[src/rtl/bus_halt_ctl.sv]
module bus_halt_ctl #(
  parameter int AW  = 32,
  parameter int DW  = 32,
  parameter int FCW = 3,
  parameter int SZW = 2
) (
  input  logic           clk,
  input  logic           rst,
  input  logic           halt_req,
  input  logic           cyc_done,
  input  logic           bus_mine,
  input  logic [AW-1:0]  addr_in,
  input  logic [FCW-1:0] fc_in,
  input  logic [SZW-1:0] siz_in,
  input  logic           rw_in,
  input  logic [DW-1:0]  data_in,
  input  logic           data_drive,
  input  logic           as_req,
  input  logic           ds_req,
  input  logic           irq_pend_in,
  output logic           halted,
  output logic [AW-1:0]  addr_out,
  output logic [FCW-1:0] fc_out,
  output logic [SZW-1:0] siz_out,
  output logic           rw_out,
  output logic           addr_oe,
  output logic [DW-1:0]  data_out,
  output logic           data_oe,
  output logic           as_n,
  output logic           ds_n,
  output logic           ctl_oe,
  output logic           irq_take,
  output logic           ipend_out
);

  logic [AW-1:0]  hold_addr;
  logic [FCW-1:0] hold_fc;
  logic [SZW-1:0] hold_siz;
  logic           hold_rw;

  wire freeze  = !halted && bus_mine && cyc_done && halt_req;
  wire thaw    = halted && bus_mine && !halt_req;
  wire running = bus_mine && !halted && !rst;

  always_ff @(posedge clk) begin
    if (rst)         halted <= 1'b0;
    else if (freeze) halted <= 1'b1;
    else if (thaw)   halted <= 1'b0;
  end

  always_ff @(posedge clk) begin
    if (rst) begin
      hold_addr <= '0;
      hold_fc   <= '0;
      hold_siz  <= '0;
      hold_rw   <= 1'b1;
    end else if (freeze) begin
      hold_addr <= addr_in;
      hold_fc   <= fc_in;
      hold_siz  <= siz_in;
      hold_rw   <= rw_in;
    end
  end

  assign addr_out  = halted ? hold_addr : addr_in;
  assign fc_out    = halted ? hold_fc   : fc_in;
  assign siz_out   = halted ? hold_siz  : siz_in;
  assign rw_out    = halted ? hold_rw   : rw_in;
  assign addr_oe   = bus_mine;

  assign data_out  = data_in;
  assign data_oe   = running && data_drive;

  assign ctl_oe    = bus_mine;
  assign as_n      = !(running && as_req);
  assign ds_n      = !(running && ds_req);

  assign irq_take  = irq_pend_in && !halted;
  assign ipend_out = irq_pend_in;

  a_r1_entry_edge: assert property (@(posedge clk) disable iff (rst)
    $rose(halted) |-> $past(cyc_done && halt_req && bus_mine));
  a_r2_data_hiz: assert property (@(posedge clk) disable iff (rst)
    halted |-> !data_oe);
  a_r3_strobes_idle: assert property (@(posedge clk) disable iff (rst)
    (halted && bus_mine) |-> (ctl_oe && as_n && ds_n));
  a_r4_hold: assert property (@(posedge clk) disable iff (rst)
    (halted && $past(halted)) |-> ($stable(addr_out) && $stable(fc_out) && $stable(siz_out) && $stable(rw_out)));
  a_r5_release: assert property (@(posedge clk) disable iff (rst)
    !bus_mine |-> (!addr_oe && !ctl_oe && !data_oe));
  a_r7_no_irq: assert property (@(posedge clk) disable iff (rst)
    halted |-> !irq_take);
  a_r8_exit: assert property (@(posedge clk) disable iff (rst)
    (halted && bus_mine && !halt_req) |=> !halted);
  a_r9_reset: assert property (@(posedge clk)
    rst |=> !halted);
  a_r10_stay: assert property (@(posedge clk) disable iff (rst)
    (halted && !bus_mine) |=> halted);

endmodule

[config.mk]
export PLATFORM = sky130hd
export DESIGN_NAME = bus_halt_ctl
export DESIGN_NICKNAME = d
export VERILOG_FILES = /design/src/rtl/bus_halt_ctl.sv
export SDC_FILE = /design/constraint.sdc
export NUM_CORES = 1
export LEC_CHECK = 0
export ABC_CLOCK_PERIOD_IN_PS = 1600
export BUFFER_PORTS_ARGS = -buffer_cell sky130_fd_sc_hd__buf_2
export CORE_ASPECT_RATIO = 2
export CORE_MARGIN = 10
export CORE_UTILIZATION = 43
export DETAILED_ROUTE_END_ITERATION = 10
export GPL_TIMING_DRIVEN = 0
export PLACE_DENSITY = 0.84
export SYNTH_ARGS = -nofsm -noshare
export SYNTH_HDL_FRONTEND = slang
export SYNTH_SLANG_ARGS = --single-unit
[constraint.sdc]
create_clock -name clk -period 1.6 [get_ports clk]
set_clock_uncertainty 0.1 [all_clocks]
set_input_delay 0.32 -clock clk [delete_from_list [all_inputs] [get_ports clk]]
set_output_delay 0.32 -clock clk [all_outputs]
set_load 0.01 [all_outputs]
==> results.json <==
{
  "status": "finished, violations left",
  "failed_checks": "setup timing",
  "numCtsBuffers": 5,
  "synth-seq-area-share_pct": 31.4,
  "peakVddDrop_mv": 0.861,
  "arrival_ns": 1.38,
  "end_kind": "output port",
  "dp_hpwl_mm": 5.86,
  "timing.final.crit_period_ns": 1.80,
  "die_w_um": 73.8,
  "synth-seq-cells": 39,
  "fin_area_um2": 3940,
  "layout.nets": 468,
  "die_h_um": 128,
  "min_path_type": "in2reg",
  "rsz0062_at_grt": "true",
  "power_density_nw_per_um2": 708,
  "initial_core_util_pct": 43.9,
  "grt_antenna_before_repair": 1,
  "wl_per_cell_um": 18.0,
  "setup_viol": 41,
  "worst_path_largest_cell_delay_ns": 0.37,
  "synth_area_um2": 2480,
  "drive_gt1_share_pct": 56.4,
  "required_ns": 1.18,
  "vias": 2233,
  "grt_pass1_vias": 2455,
  "combPwrFrac_pct": 29.9,
  "drt-pass1-iter-count": 3,
  "final_common_cell": "buf_2",
  "crit_chain": "buf_12 > clkbuf_16 > mux2_4 > buf_6",
  "critPathKind": "reg2out",
  "seq_power_share_pct": 36.8,
  "crit_path_top_delay_cell": "dfxtp_4",
  "core_area_um2": 5660,
  "p_switching_w": 0.000707,
  "yosys.cell_types.count": 17,
  "hold_buffers": 0,
  "finalSetupTns_ns": -6.81,
  "gp_congestion": 0.735,
  "drc": 0,
  "rows": 39,
  "h-tree-depth": 2,
  "cap_violations": 0,
  "cts_tree": "built",
  "cts_root_buffer": "clkbuf_16",
  "worstMarginPinSlew_ns": 0.494,
  "dpl_cell_area_um2": 3180,
  "fmax_ghz": 0.556,
  "grt-ovfl-total": 0,
  "clk_latency_ns": 0.28,
  "synthCells": 253,
  "fin_crit_sh_pct": 113,
  "grt_use_total_pct": 15.4,
  "p_clk_share_pct": 33.3,
  "viasPerCell": 4.96,
  "dieArea_um2": 9400,
  "grt_pass1_wl_mm": 11.6,
  "totalWireLength_mm": 8.08,
  "io_pins": 157,
  "critPathLaunchType": "flip-flop",
  "leakage_nw": 1.81,
  "clockBufferDepth": 2,
  "area_growth_pct": 58.6,
  "grt_max_degree": 11,
  "synth_warnings": 0,
  "synth_nets": 332,
  "synth.avg_cell_area_um2": 9.82,
  "p_sw_share_pct": 25.4,
  "cts.sinks": 39,
  "drv_slew": 0,
  "final-hold-violation-count": 0,
  "setup_ws_ns": -0.200,
  "power_w": 0.00279,
  "path_clk_slew_ns": 0.05,
  "layout_common_cells": "buf_2 (86), nand2b_1 (74)",
  "drt_iter0_drc": 82,
  "p_int_w": 0.00208,
  "portBuffers": 123,
  "ant_nets": 0,
  "cp_max_fo": 6,
  "slew_headroom_pct": 67.0
}
## synth_stat cells (all sizes together)
cell | number | area, µm²
a21oi | 1 | 5.00
and2 | 1 | 6.26
and4b | 1 | 10.0
buf | 45 | 342
clkbuf | 8 | 30.0
dfxtp | 39 | 781
mux2 | 38 | 428
mux2i | 38 | 380
nand2 | 2 | 7.51
nand2b | 74 | 463
nor2 | 2 | 7.51
nor2b | 2 | 12.5
nor3 | 1 | 5.00
nor3b | 1 | 7.51
## cell type report
cell class	count	area, µm²
Sequential cell	39	785
Fill cell	437	1720
Tap cell	61	76.3
Timing Repair Buffer	129	1000
Clock buffer	6	129
Antenna cell	1	2.50
Multi-Input combinational cell	161	1490
Buffer	53	460
## layer usage
layer | GRT usage [%] | wire (µm) | up-vias
met1 | 14.2 | 2680 | 1039
met5 | 0 | 0 | -
li1 | - | - | 1071
met2 | 27.6 | 4350 | 109
met3 | 6.12 | 814 | 14
met4 | 7.50 | 237 | 0
## per-stage QoR
step | hold WS [ns] | worst slack (ns) | std cells | utilization [%]
floorplan | 0.345 | 0.100 | 253 | -
global placement | 0.355 | -0.0720 | 437 | 56.1
detailed placement | 0.362 | -0.0867 | 437 | 56.1
CTS | 0.203 | -0.232 | 444 | 64.0
global route | 0.211 | -0.238 | 450 | 69.6
finish | 0.212 | -0.200 | 450 | 69.6
## cells by family after synthesis
logic type | count (synthesis) | synth area share [%]
compound gates | 1 | 0.201
simple gates | 84 | 20.9
mux | 76 | 32.5
buf+inv | 53 | 15.0
flops | 39 | 31.4
## state kept, by name (all words and copies together), names as in the netlist
| signal | count |
|---|---|
| halted | 1 |
| hold_addr | 32 |
| hold_fc | 3 |
| hold_rw | 1 |
| hold_siz | 2 |
## final timing paths
check                                                 from                         end  slack [ns]  depth (start not counted)
worst max register to register         halted$_SDFFE_PP0P_   hold_addr[1]$_SDFFE_PP0P_        0.09                          6
worst min-delay path                           addr_in[20]  hold_addr[20]$_SDFFE_PP0P_        0.21                          3
worst min register to register  hold_addr[14]$_SDFFE_PP0P_  hold_addr[14]$_SDFFE_PP0P_        0.37                          2
worst max-delay path                   halted$_SDFFE_PP0P_                addr_out[15]       -0.20                          4
## timing repair
item / CTS / global route
gates resized for setup: 62 / 45
pin swaps: 3 / 1
buffers inserted: 0 / 1
gates cloned: 1 / 4
endpoints found under the setup margin: 42 / 59
## critical path, delay by kind of cell, from the launching register on
| kind | cells | cell delay [ns] |
|---|---|---|
| buf+inv | 3 | 0.42 |
| flops | 1 | 0.37 |
| mux | 1 | 0.30 |
## power by group through the flow
stage	Combinational (W)	Sequential [W]	Clock [W]
after floorplan	0.000372	0.00104	0
after global placement	0.000596	0.00104	0
after detailed placement	0.000607	0.00104	0
after CTS	0.000730	0.00102	0.000960
after global routing	0.000890	0.00103	0.000999
final	0.000834	0.00103	0.000928
(Power assumes the default switching activity.)
